`config.mk`:
```
export PLATFORM = sky130hd
export DESIGN_NAME = hmac_pipe
export DESIGN_NICKNAME = d
export VERILOG_FILES = /design/src/rtl/hmac_pkg.sv /design/src/rtl/hmac_mul_stages.sv /design/src/rtl/hmac_add_stages.sv /design/src/rtl/hmac_round_stage.sv /design/src/rtl/hmac_pipe.sv
export SDC_FILE = /design/constraint.sdc
export NUM_CORES = 1
export LEC_CHECK = 0
export BUFFER_PORTS_ARGS = -buffer_cell sky130_fd_sc_hd__buf_2
export CAP_MARGIN = 20
export CELL_PAD_IN_SITES_DETAIL_PLACEMENT = 0
export CELL_PAD_IN_SITES_GLOBAL_PLACEMENT = 1
export CORE_ASPECT_RATIO = 0.5
export CORE_UTILIZATION = 49
export DETAILED_ROUTE_END_ITERATION = 10
export PLACE_DENSITY = 0.78
export SYNTH_ARGS = -nofsm -noshare
export SYNTH_HDL_FRONTEND = slang
export SYNTH_HIERARCHICAL = 1
export SYNTH_SLANG_ARGS = --single-unit
```
`constraint.sdc`:
```
create_clock -name clk -period 6.9 [get_ports clk]
set_input_delay 1.38 -clock clk [delete_from_list [all_inputs] [get_ports clk]]
set_output_delay 1.38 -clock clk [all_outputs]
set_load 0.005 [all_outputs]
```
`src/rtl/hmac_pkg.sv`:
```
package hmac_pkg;
    localparam int EXP_W   = 5;
    localparam int FRAC_W  = 10;
    localparam int WORD_W  = 1 + EXP_W + FRAC_W;
    localparam int SIG_W   = FRAC_W + 1;
    localparam int PROD_W  = 2 * SIG_W;
    localparam int GRS_W   = 3;
    localparam int ALN_W   = PROD_W + GRS_W;
    localparam int SE_W    = 10;
    localparam int BIAS    = (1 << (EXP_W - 1)) - 1;
    localparam int EXP_TOP = (1 << EXP_W) - 2;
    localparam int LZ_W    = $clog2(ALN_W + 1);

    typedef logic signed [SE_W-1:0] sexp_t;

    typedef struct packed {
        logic             sgn;
        logic [EXP_W-1:0] exp;
        logic [SIG_W-1:0] sig;
        logic             zero;
    } unpk_t;

    typedef struct packed {
        logic              sa;
        logic              sb;
        logic [EXP_W-1:0]  ea;
        logic [EXP_W-1:0]  eb;
        logic [PROD_W-1:0] prod;
        logic              pz;
        unpk_t             c;
    } mul_rec_t;

    typedef struct packed {
        logic              sgn;
        sexp_t             e;
        logic [PROD_W-1:0] prod;
        logic              pz;
        unpk_t             c;
    } prd_rec_t;

    typedef struct packed {
        logic             s_big;
        logic             s_small;
        sexp_t            e;
        logic [ALN_W-1:0] m_big;
        logic [ALN_W-1:0] m_small;
        logic             zero;
    } aln_rec_t;

    typedef struct packed {
        logic           sgn;
        sexp_t          e;
        logic [ALN_W:0] mag;
        logic           zero;
    } sum_rec_t;

    function automatic unpk_t unpack(logic [WORD_W-1:0] w);
        unpk_t u;
        u.sgn  = w[WORD_W-1];
        u.exp  = w[WORD_W-2 -: EXP_W];
        u.sig  = {1'b1, w[FRAC_W-1:0]};
        u.zero = (u.exp == '0);
        return u;
    endfunction

    function automatic logic [ALN_W-1:0] sticky_shr(logic [ALN_W-1:0] m, logic [LZ_W:0] d);
        logic [ALN_W-1:0] mask;
        if (d >= (LZ_W+1)'(ALN_W)) return {{(ALN_W-1){1'b0}}, |m};
        mask = ~({ALN_W{1'b1}} << d);
        return (m >> d) | {{(ALN_W-1){1'b0}}, |(m & mask)};
    endfunction
endpackage

```
`src/rtl/hmac_mul_stages.sv`:
```
module hmac_mul_stages
    import hmac_pkg::*;
(
    input  logic              clk,
    input  logic              rst,
    input  logic              vld_i,
    input  logic [WORD_W-1:0] a_i,
    input  logic [WORD_W-1:0] b_i,
    input  logic [WORD_W-1:0] c_i,
    output logic              vld_o,
    output prd_rec_t          rec_o
);
    mul_rec_t s1;
    prd_rec_t s2, s3;
    logic     v1, v2, v3;
    unpk_t    ua, ub;

    assign ua = unpack(a_i);
    assign ub = unpack(b_i);

    // stage 1: unpack and multiply significands
    always_ff @(posedge clk) begin
        v1      <= rst ? 1'b0 : vld_i;
        s1.sa   <= ua.sgn;
        s1.sb   <= ub.sgn;
        s1.ea   <= ua.exp;
        s1.eb   <= ub.exp;
        s1.prod <= ua.sig * ub.sig;
        s1.pz   <= ua.zero | ub.zero;
        s1.c    <= unpack(c_i);
    end

    // stage 2: exponent sum minus one bias, product sign
    always_ff @(posedge clk) begin
        v2      <= rst ? 1'b0 : v1;
        s2.sgn  <= s1.sa ^ s1.sb;
        s2.e    <= sexp_t'({5'b0, s1.ea}) + sexp_t'({5'b0, s1.eb}) - sexp_t'(BIAS);
        s2.prod <= s1.prod;
        s2.pz   <= s1.pz;
        s2.c    <= s1.c;
    end

    // stage 3: bring the product's leading one to the top bit
    always_ff @(posedge clk) begin
        v3     <= rst ? 1'b0 : v2;
        s3.sgn <= s2.sgn;
        s3.pz  <= s2.pz;
        s3.c   <= s2.c;
        if (s2.prod[PROD_W-1]) begin
            s3.e    <= s2.e + sexp_t'(1);
            s3.prod <= s2.prod;
        end else begin
            s3.e    <= s2.e;
            s3.prod <= s2.prod << 1;
        end
    end

    assign vld_o = v3;
    assign rec_o = s3;
endmodule

```
`src/rtl/hmac_add_stages.sv`:
```
module hmac_add_stages
    import hmac_pkg::*;
(
    input  logic     clk,
    input  logic     rst,
    input  logic     vld_i,
    input  prd_rec_t rec_i,
    output logic     vld_o,
    output sum_rec_t rec_o
);
    aln_rec_t         s4, a4;
    sum_rec_t         s5, a5;
    logic             v4, v5;
    logic [ALN_W-1:0] pm, cm;
    sexp_t            pe, ce, diff;
    logic [LZ_W:0]    dsh;

    // stage 4: choose the operand with the larger exponent, align the other
    always_comb begin
        pe   = rec_i.e;
        ce   = sexp_t'({5'b0, rec_i.c.exp});
        pm   = {rec_i.prod, {GRS_W{1'b0}}};
        cm   = {rec_i.c.sig, {(PROD_W-SIG_W){1'b0}}, {GRS_W{1'b0}}};
        diff = (pe >= ce) ? (pe - ce) : (ce - pe);
        dsh  = (diff > sexp_t'(ALN_W)) ? (LZ_W+1)'(ALN_W) : diff[LZ_W:0];
        a4.zero = rec_i.pz & rec_i.c.zero;
        if (rec_i.pz) begin
            a4.s_big = rec_i.c.sgn; a4.e = ce; a4.m_big = cm;
            a4.s_small = rec_i.sgn; a4.m_small = '0;
        end else if (rec_i.c.zero) begin
            a4.s_big = rec_i.sgn; a4.e = pe; a4.m_big = pm;
            a4.s_small = rec_i.c.sgn; a4.m_small = '0;
        end else if (pe >= ce) begin
            a4.s_big = rec_i.sgn; a4.e = pe; a4.m_big = pm;
            a4.s_small = rec_i.c.sgn; a4.m_small = sticky_shr(cm, dsh);
        end else begin
            a4.s_big = rec_i.c.sgn; a4.e = ce; a4.m_big = cm;
            a4.s_small = rec_i.sgn; a4.m_small = sticky_shr(pm, dsh);
        end
    end

    // stage 5: signed-magnitude add or subtract
    always_comb begin
        a5.e = s4.e;
        if (s4.s_big == s4.s_small) begin
            a5.mag = {1'b0, s4.m_big} + {1'b0, s4.m_small};
            a5.sgn = s4.s_big;
        end else if (s4.m_big >= s4.m_small) begin
            a5.mag = {1'b0, s4.m_big} - {1'b0, s4.m_small};
            a5.sgn = s4.s_big;
        end else begin
            a5.mag = {1'b0, s4.m_small} - {1'b0, s4.m_big};
            a5.sgn = s4.s_small;
        end
        a5.zero = s4.zero | (a5.mag == '0);
        if (a5.zero) a5.sgn = 1'b0;
    end

    always_ff @(posedge clk) begin
        v4 <= rst ? 1'b0 : vld_i;
        v5 <= rst ? 1'b0 : v4;
        s4 <= a4;
        s5 <= a5;
    end

    assign vld_o = v5;
    assign rec_o = s5;
endmodule

```
`src/rtl/hmac_round_stage.sv`:
```
module hmac_round_stage
    import hmac_pkg::*;
(
    input  logic              clk,
    input  logic              rst,
    input  logic              vld_i,
    input  sum_rec_t          rec_i,
    output logic              vld_o,
    output logic [WORD_W-1:0] res_o
);
    logic [LZ_W-1:0]   lz;
    logic [ALN_W:0]    norm;
    logic [FRAC_W-1:0] frac;
    logic [FRAC_W:0]   rsum;
    logic              guard, sticky, up, is_zero;
    sexp_t             e2, e3;
    logic [WORD_W-1:0] res_d;

    always_comb begin
        lz = '0;
        for (int i = 0; i <= ALN_W; i++)
            if (rec_i.mag[i]) lz = LZ_W'(ALN_W - i);
        norm    = rec_i.mag << lz;
        is_zero = rec_i.zero | ~norm[ALN_W];
        e2      = rec_i.e + sexp_t'(1) - sexp_t'({{(SE_W-LZ_W){1'b0}}, lz});
        frac    = norm[ALN_W-1 -: FRAC_W];
        guard   = norm[ALN_W-1-FRAC_W];
        sticky  = |norm[ALN_W-2-FRAC_W:0];
        up      = guard & (sticky | frac[0]);
        rsum    = {1'b0, frac} + (FRAC_W+1)'(up);
        e3      = rsum[FRAC_W] ? e2 + sexp_t'(1) : e2;
        if (is_zero)
            res_d = '0;
        else if (e3 > sexp_t'(EXP_TOP))
            res_d = {rec_i.sgn, {EXP_W{1'b1}}, {FRAC_W{1'b0}}};
        else if (e3 < sexp_t'(1))
            res_d = {rec_i.sgn, {(WORD_W-1){1'b0}}};
        else
            res_d = {rec_i.sgn, e3[EXP_W-1:0], rsum[FRAC_W-1:0]};
    end

    always_ff @(posedge clk) begin
        vld_o <= rst ? 1'b0 : vld_i;
        res_o <= res_d;
    end
endmodule

```
`src/rtl/hmac_pipe.sv`:
```
module hmac_pipe
    import hmac_pkg::*;
(
    input  logic        clk,
    input  logic        rst,
    input  logic        in_valid,
    input  logic [15:0] op_a,
    input  logic [15:0] op_b,
    input  logic [15:0] op_c,
    output logic        out_valid,
    output logic [15:0] result
);
    logic     v_prd, v_sum;
    prd_rec_t prd;
    sum_rec_t sum;

    hmac_mul_stages u_mul (
        .clk(clk), .rst(rst), .vld_i(in_valid),
        .a_i(op_a), .b_i(op_b), .c_i(op_c),
        .vld_o(v_prd), .rec_o(prd)
    );

    hmac_add_stages u_add (
        .clk(clk), .rst(rst), .vld_i(v_prd), .rec_i(prd),
        .vld_o(v_sum), .rec_o(sum)
    );

    hmac_round_stage u_rnd (
        .clk(clk), .rst(rst), .vld_i(v_sum), .rec_i(sum),
        .vld_o(out_valid), .res_o(result)
    );
endmodule

```
==> flow_summary.toml, run 1 <==
[logic_synthesis]
yosys_most_used_dff = "dfxtp_1"
synth.top_cell.area_share_pct = 25.6
syn_nets = 2833
synth.cell_area_mm2 = 0.0210
synth_simple_gate_area_share_pct = 20.4
synth.largest_area_cell = "dfxtp_1"
synthTopCellsByArea = "dfxtp_1 26%, ha_1 9.5%, fa_1 8.2%, nand2_1 4.7%, inv_1 4.3%"
synth_top_family_by_area = "compound AO/OA/AOI/OAI gates"
post_synth_inst_count = 2536
ys_seq_elements = 269
syn-mean-instance-area_um2 = 8.29
post_synth_fa_ha_maj_area_fraction_pct = 17.7
synthesis.yosys.warnings = 6
synth_xor_xnor_area_share_pct = 3.08
synth_compound_area_share_pct = 20.9
synth.mux.area_fraction_pct = 4.94
synth_edf_count = 0
synth.lib_cells_used.distinct = 126
synth-seq-area-share_pct = 25.6
asyncSetResetFlopFracSynth_pct = 0

[clock_tree]
clkSinkCount = 269
post_cts.resized_instances = 0
clk_latency_ns = 0.54
post-cts-setup-buffers = 0
cts_made_buffers = 25
cts.reportedPaths.clkPinSlew_ns = 0.07
clock-root-buffer = "clkbuf_16"
cts_tree = "yes"
postCtsHoldBufs = 0
clock_tree.buffer_depth = 3
h_tree_lvl_count = 1

[routing]
post_drt_via_cell_ratio = 5.90
detailed_routing_iterations_pass_1 = 6
route.vias.total = 18400
post-route-drc-count = 0
antenna_violating_nets_post_route = 0
drt-total-wl_um = 61200
wl_per_cell_um = 19.6
drt-initial-drc-count = 1729

[die]
overall_die_area_mm2 = 0.0438
dieHeight_um = 149
floorplan.initialDensity_pct = 49.9
chipWidth_um = 295
std_cell_rows = 53
boundaryPins = 68
fp.coreArea_mm2 = 0.0422

[final_layout]
layout-drive-gt1-share_pct = 10.2
seqCellArea_mm2 = 0.00539
multiInputGateArea_mm2 = 0.0141
layout-area-overhead-vs-synth_pct = 7.18
finalNetCount = 2820
antenna_cells = 0
n_fill_cell = 4048

[setup_path]
timing.critical_path.slowest_stage_cell = "nor4b_1"
cpLargestDelayFamily = "compound AO/OA/AOI/OAI gates"
worstSetupPathType = "flop to flop"
critical-path-max-stage-delay_ns = 0.71
ordered_list_of_cells_on_the_worst_path = "ha_1 > inv_1 > fa_1 > or4_4 > o22a_1 > o21ai_4 > o21ai_0 > a21oi_2 > a31oi_1 > buf_4 > nor2_1 > nand2_1 > nor4b_1 > a311oi_1 > o32ai_1"
crit_required_ns = 7.30
critical_path.startpoint_type = "flop"
critical_path.max_fanout = 26
worstPathArrival_ns = 6.07
timing.critical_path.to_type = "flop"
critPathBufInv = 2

[sta]
final_sum_of_negative_setup_slack_ns = 0
max_slew_margin_pct = 32.5
unrepaired_setup_endpoints_after_global_routing = "false"
final.period_utilization_pct = 82.1
final-max-slew-violation-count = 0
hold_viol_final = 0
timing.final.setup_violations = 0
max_freq_mhz = 176
worst_pin_slew_ns = 1.01
worst_skew_ns = 0.0120
period_needed_ns = 5.67

[placed_design]
gpl.final_weighted_congestion = 0.999
buffer_ports.inserted = 67
dp.final_hpwl_um = 47500

[global_routing]
grtUsageTotal_pct = 27.6
globalRouteOverflowTotal = 0
grt_first_pass_wirelength_um = 96600
grt_max_degree = 35
via_count_of_the_first_global_routing_pass = 17500
antenna_found_initial = 0

[flow_run]
drv_cap = 0

[status]
status = "finished, final reports clean"

[min_path]
min-delay-path-class = "flop to flop"
-- cell families after synthesis --
family	after synthesis
and+or+nand+nor	844
AOI/OAI and AO/OA	623
buffers and inverters	382
DFF	269
adders and majority gates	246
muxes	97
xor gates and xnor gates	74
other	1
-- flip-flops by register name (all words and copies together), names as in the netlist --
signal       cells
u_add/v4         1
u_mul/s1        52
u_rnd/res_o     16
u_mul/s2        48
u_mul/v2         1
u_add/s4        50
u_add/vld_o      1
u_mul/vld_o      1
u_rnd/vld_o      1
u_mul/v1         1
u_mul/rec_o     49
u_add/a5        10
u_add/rec_o     38
-- cell type report --
type                       instances  area share [%]
tap                              577            3.20
sequential                       269            23.9
timing repair buffer              97            2.49
clock buffer                      31            3.01
inverter                         245            4.09
clock inverter                    15           0.616
multi-input combinational       1885            62.7
-- routing by layer --
layer	GRT usage (%)	routed length [um]
met3	5.33	4300
met1	38.5	28900
met4	8.45	1680
met2	42.9	26300
met5	0	0
-- per-stage QoR --
step | cell area, um2 | util [%] | setup slack (ns) | std cells | hold WS, ns
3_3_place_gp | 21700 | 51.5 | 0.916 | 3073 | 0.310
3_5_place_dp | 21700 | 51.5 | 0.834 | 3073 | 0.312
6_report | 22500 | 53.5 | 1.23 | 3119 | 0.317
4_1_cts | 22500 | 53.5 | 1.25 | 3119 | 0.321
5_1_grt | 22500 | 53.5 | 0.851 | 3119 | 0.317
2_1_floorplan | 21000 | - | 1.19 | 2536 | 0.310
-- synth_stat cells (17+ instances only) --
cell,count
o21bai_1,17
and3_1,27
xor2_1,22
clkbuf_1,84
o22ai_1,17
buf_2,35
o31ai_1,18
and2_1,69
ha_1,160
a21oi_1,146
mux2i_1,48
nand2_1,262
mux2_2,45
nand2b_1,19
o211ai_1,27
nand3_1,57
a21o_1,26
fa_1,86
a211oi_1,35
or4_1,19
nor3_1,67
nand4_1,19
nor4_1,24
inv_1,239
o21ai_0,105
nor2b_1,17
nor2_1,173
or3_1,22
xnor2_1,52
dfxtp_1,269
-- placed cells by master, fill, tap and decap left out, drive strengths merged, types with 57 or more instances in the layout --
| master | instances |
|---|---|
| dfxtp | 269 |
| nand2 | 264 |
| inv | 247 |
| nor2 | 178 |
| ha | 160 |
| a21oi | 149 |
| o21ai | 112 |
| buf | 97 |
| fa | 86 |
| and2 | 71 |
| nor3 | 71 |
| nand3 | 57 |
-- final timing paths --
| kind | depth (start not counted) | startpoint | slack [ns] | end |
|---|---|---|---|---|
| worst max-delay path | 15 | u_mul/rec_o[12]$_DFF_P_ | 1.23 | u_add/s4[7]$_SDFF_PP0_ |
| worst min-delay path | 0 | u_mul/s1[12]$_DFF_P_ | 0.32 | u_mul/s2[12]$_DFF_P_ |
| worst max register to register | 15 | u_mul/rec_o[12]$_DFF_P_ | 1.23 | u_add/s4[7]$_SDFF_PP0_ |
| worst min register to register | 0 | u_mul/s1[12]$_DFF_P_ | 0.32 | u_mul/s2[12]$_DFF_P_ |
Power of run 1 is left out: the tool's default activity adds up to more than one toggle a clock period on the data nets, which glitch-free logic cannot reach.
==> inputs of run 2 (changes only) <==
Settings changed: CORE_UTILIZATION 49 to 44, PLACE_DENSITY 0.78 to 0.74.
Clock period 6.9 ns to 5.2 ns, I/O delays scaled along.
==> run 2 against run 1 <==
Count of clock-buffer cells in the layout is the same. Via count is 4.9% higher. Die area grew 11%. First-iteration DRC count is 5.4% lower. Maximum frequency rose by 13%. Critical path depth grew 3. Critical path type unchanged. Highest routed layer unchanged.
==> flow_summary.toml, run 2 (same netlist as run 1, synthesis figures left out) <==
[global_routing]
grt_max_degree = 35
grtUsageTotal_pct = 25.8
grt_first_pass_wirelength_um = 101000
via_count_of_the_first_global_routing_pass = 18000
antenna_found_initial = 1
globalRouteOverflowTotal = 0

[setup_path]
worstPathArrival_ns = 5.44
worstSetupPathType = "flop to flop"
crit_required_ns = 5.63
critical_path.max_fanout = 9
timing.reg2reg.worst_path_depth = 18
timing.critical_path.to_type = "flop"
critical_path.startpoint_type = "flop"

[final_layout]
mostFrequentLayoutCells = "269 x dfxtp_1, 261 x nand2_1, 239 x inv_1"
layout-drive-gt1-share_pct = 16.3
layout_commonest_cell = "dfxtp_1"
layout.cells.non_filler = 3348
layout-area-overhead-vs-synth_pct = 14.5
n_fill_cell = 4647
largest_register_ffs = 52
finalNetCount = 2987
largest_register = "u_mul/s1"
final_util_pct = 51.2
antenna_cells = 0

[sta]
period_needed_ns = 5.01
final.period_utilization_pct = 96.4
hold_viol_final = 0
unrepaired_setup_endpoints_after_global_routing = "true"
timing.final.setup_violations = 0
final-max-slew-violation-count = 0
worst_skew_ns = 0.0147
max_freq_mhz = 200
max_slew_margin_pct = 32.8
hold_slack_final_ns = 0.324
worst_pin_slew_ns = 0.982
final_sum_of_negative_setup_slack_ns = 0

[die]
floorplan.initialDensity_pct = 44.7
std_cell_rows = 56
dieHeight_um = 157
fp.coreArea_mm2 = 0.0470
chipWidth_um = 311
boundaryPins = 68
overall_die_area_mm2 = 0.0487

[routing]
post-route-drc-count = 0
drt-total-wl_um = 64300
wl_per_cell_um = 19.2
detailed_routing_iterations_pass_1 = 5
drt-initial-drc-count = 1635
post_drt_via_cell_ratio = 5.76
route.vias.total = 19300
antenna_violating_nets_post_route = 0

[placed_design]
buffer_ports.inserted = 67
gpl.final_weighted_congestion = 0.975
dp.final_hpwl_um = 51500
placedCellCount = 3297

[clock_tree]
clock-root-buffer = "clkbuf_16"
cts_tree = "yes"
cts_made_buffers = 26
clk_latency_ns = 0.55
cts.reportedPaths.clkPinSlew_ns = 0.07
clkSinkCount = 269
h_tree_lvl_count = 1
postCtsHoldBufs = 0
clock_tree.buffer_depth = 3

[flow_run]
drv_cap = 0

[status]
status = "finished, final reports clean"

[min_path]
min_path_cells = 0
min-delay-path-class = "flop to flop"
==> run 2: changes by cell type in the layout (fill, tap and decap cells not counted), moves of 3 or more <==
cell | previous run | this run
ha_4 | 0 | 3
ha_1 | 160 | 157
buf_4 | 30 | 195
clkinv_4 | 5 | 1
==> run 2: worst paths after layout <==
path	end	slack [ns]	start
worst max register to register	u_add/s4[5]$_SDFF_PP0_	0.19	u_mul/rec_o[41]$_DFF_P_
worst min-delay path	u_mul/s2[14]$_DFF_P_	0.32	u_mul/s1[14]$_DFF_P_
worst max-delay path	u_add/s4[5]$_SDFF_PP0_	0.19	u_mul/rec_o[41]$_DFF_P_
worst min register to register	u_mul/s2[14]$_DFF_P_	0.32	u_mul/s1[14]$_DFF_P_
==> run 2: worst max-delay path, stage by stage (launching register included) <==
cell       delay, ns
dfxtp_1         0.37
inv_1           0.08
ha_1            0.16
inv_1           0.05
fa_1            0.39
or4_4           0.57
o22ai_2         0.26
a2111oi_0       0.22
nor3_1          0.44
o22ai_1         0.17
buf_4           0.19
nor2_4          0.25
o31ai_1         0.16
a221o_1         0.35
a21oi_1         0.21
buf_4           0.16
nor2_1          0.04
or4_1           0.55
a32o_1          0.29
==> run 2: area by class of cell <==
type	count	area (um2)	area share (%)
Clock buffer	31	721	2.99
Clock inverter	17	196	0.816
Inverter	245	922	3.83
Multi-Input combinational cell	1885	14200	59.1
Sequential cell	269	5390	22.4
Tap cell	638	798	3.32
Timing Repair Buffer	263	1820	7.56
==> run 2: timing repair <==
action / CTS / global route
buffers inserted: 0 / 3
resized for setup: 0 / 11
setup endpoints to repair: 0 / 23
endpoints found under the hold margin: 0 / 0
==> run 2: per-stage QoR <==
| stage | instance area [um2] | setup slack, ns |
|---|---|---|
| after floorplan | 21100 | 0.000301 |
| after global placement | 23100 | -0.247 |
| after detailed placement | 23100 | -0.300 |
| after CTS | 24000 | 0.187 |
| after global routing | 24100 | -0.0312 |
| final | 24100 | 0.188 |
==> run 2: per-layer routing <==
metal / global-route usage [%] / routed length (um) / share of wire [%] / vias to the layer above
met5: 0 / 0 / 0 / -
met4: 7.06 / 1780 / 2.8 / 0
met3: 3.62 / 4230 / 6.6 / 123
met2: 41.8 / 28200 / 44 / 774
met1: 35.8 / 30100 / 47 / 9145
li1: - / - / - / 9247
Power of run 2 is left out for the same reason.
==> inputs of run 3 (changes only) <==
Settings changed: CORE_UTILIZATION 44 to 53, PLACE_DENSITY 0.74 to 0.84.
Clock period 5.2 ns to 6.05 ns, I/O delays scaled along.
==> run 3 against run 2 <==
Routed wire length down 5.3%. Maximum frequency down 14%. First-iteration DRC count up 11%. Non-clock buffer count down 143. Clock skew down 0.0018 ns. Register-to-register slack better by 0.04 ns. Worst setup slack better by 0.040 ns. Critical endpoint is now u_add/s4[3]$_SDFF_PP0_.
==> flow_summary.toml, run 3 (same netlist as run 1, synthesis figures left out) <==
[status]
status = "finished, final reports clean"

[die]
floorplan.initialDensity_pct = 54.0
boundaryPins = 68
dieHeight_um = 143
chipWidth_um = 284
fp.coreArea_mm2 = 0.0390
std_cell_rows = 51
overall_die_area_mm2 = 0.0405

[final_layout]
layout.cells.non_filler = 3097
largest_register = "u_mul/s1"
antenna_cells = 0
layout-area-overhead-vs-synth_pct = 8.29
final_cell_area_mm2 = 0.0228
finalNetCount = 2844
layout-drive-gt1-share_pct = 10.9
layout_commonest_cell = "dfxtp_1"
mostFrequentLayoutCells = "269 x dfxtp_1, 262 x nand2_1, 239 x inv_1"
largest_register_ffs = 52

[clock_tree]
h_tree_lvl_count = 1
postCtsHoldBufs = 0
post_cts.resized_instances = 0
post-cts-setup-buffers = 0
clock-root-buffer = "clkbuf_16"
clkSinkCount = 269
cts_made_buffers = 26
cts_tree = "yes"
clock_tree.buffer_depth = 3
clk_latency_ns = 0.55
cts.reportedPaths.clkPinSlew_ns = 0.06

[global_routing]
grtUsageTotal_pct = 29.4
grt_first_pass_wirelength_um = 95700
via_count_of_the_first_global_routing_pass = 17200
globalRouteOverflowTotal = 0
grt_max_degree = 38
antenna_found_initial = 1

[routing]
detailed_routing_iterations_pass_1 = 7
drt-total-wl_um = 60900
route.vias.total = 18700
drt-initial-drc-count = 1822
wl_per_cell_um = 19.7
post_drt_via_cell_ratio = 6.03
antenna_violating_nets_post_route = 0
post-route-drc-count = 0

[setup_path]
critical_path.max_fanout = 13
crit_required_ns = 6.54
critical_path.startpoint_type = "flop"
worstSetupPathType = "flop to flop"
worstPathArrival_ns = 6.31
timing.critical_path.to_type = "flop"

[sta]
worst_slack_ns = 0.228
worst_pin_slew_ns = 1.03
timing.final.setup_violations = 0
max_freq_mhz = 172
max_slew_margin_pct = 31.5
final.period_utilization_pct = 96.2
worst_skew_ns = 0.0129
hold_viol_final = 0
final-max-slew-violation-count = 0
unrepaired_setup_endpoints_after_global_routing = "false"
period_needed_ns = 5.82
final_sum_of_negative_setup_slack_ns = 0

[placed_design]
detailedPlace.worstSlack_ns = 0.208
place_area_mm2 = 0.0218
buffer_ports.inserted = 67
placedCellCount = 3048
dp.final_hpwl_um = 47500
gpl.final_weighted_congestion = 1.02

[flow_run]
drv_cap = 0

[min_path]
min-delay-path-class = "flop to flop"
[run 3: cell count changes in the layout (fill, tap and decap cells not counted), moves of 2 or more]
cell       before  now
buf_4         195   51
clkbuf_1        1    6
clkinv_2        5    1
ha_1          157  160
ha_4            3    0
inv_6           4    1
a2111oi_0       9   11
a2111oi_1       2    0
nor3_1         65   67
nor3_2          5    3
[run 3: final cells by class]
class	instances	area [um2]
Timing Repair Buffer	120	766
Fill cell	3606	16200
Tap cell	530	663
Multi-Input combinational cell	1885	14100
Clock inverter	12	175
Sequential cell	269	5390
Inverter	245	922
Clock buffer	36	728
[run 3: metal layers]
layer / global-route usage, % / part of all wire (%)
met5: 0 / 0.021
met4: 8.79 / 3.0
met3: 4.47 / 7.3
met2: 47.1 / 44
met1: 40.9 / 46
[run 3: stage by stage]
stage,hold WS [ns],utilization [%]
global placement,0.310,56.0
detailed placement,0.312,56.0
finish,0.320,58.4
CTS,0.321,58.4
global route,0.330,58.4
floorplan,0.310,-
[run 3: critical path: stages, from the launching register on]
cell and delay [ns]:
dfxtp_1 0.35, inv_1 0.07, ha_1 0.15, inv_1 0.05
fa_1 0.51, or4_4 0.60, o22ai_2 0.26, a21oi_2 0.10
nor4_1 0.37, mux2i_1 0.56, a31oi_1 0.18, buf_4 0.21
buf_4 0.19, nor2_1 0.78, nand2_1 0.12, a31oi_1 0.51
a22oi_1 0.31, o21ai_0 0.23, o211a_1 0.18
[run 3: final timing paths]
kind | slack, ns | startpoint | depth (start not counted) | to
setup / recovery | 0.23 | u_mul/rec_o[41]$_DFF_P_ | 18 | u_add/s4[3]$_SDFF_PP0_
hold / removal | 0.32 | u_mul/s1[18]$_DFF_P_ | 0 | u_mul/s2[18]$_DFF_P_
setup reg to reg | 0.23 | u_mul/rec_o[41]$_DFF_P_ | 18 | u_add/s4[3]$_SDFF_PP0_
hold reg to reg | 0.32 | u_mul/s1[18]$_DFF_P_ | 0 | u_mul/s2[18]$_DFF_P_
Power of run 3 is left out for the same reason.
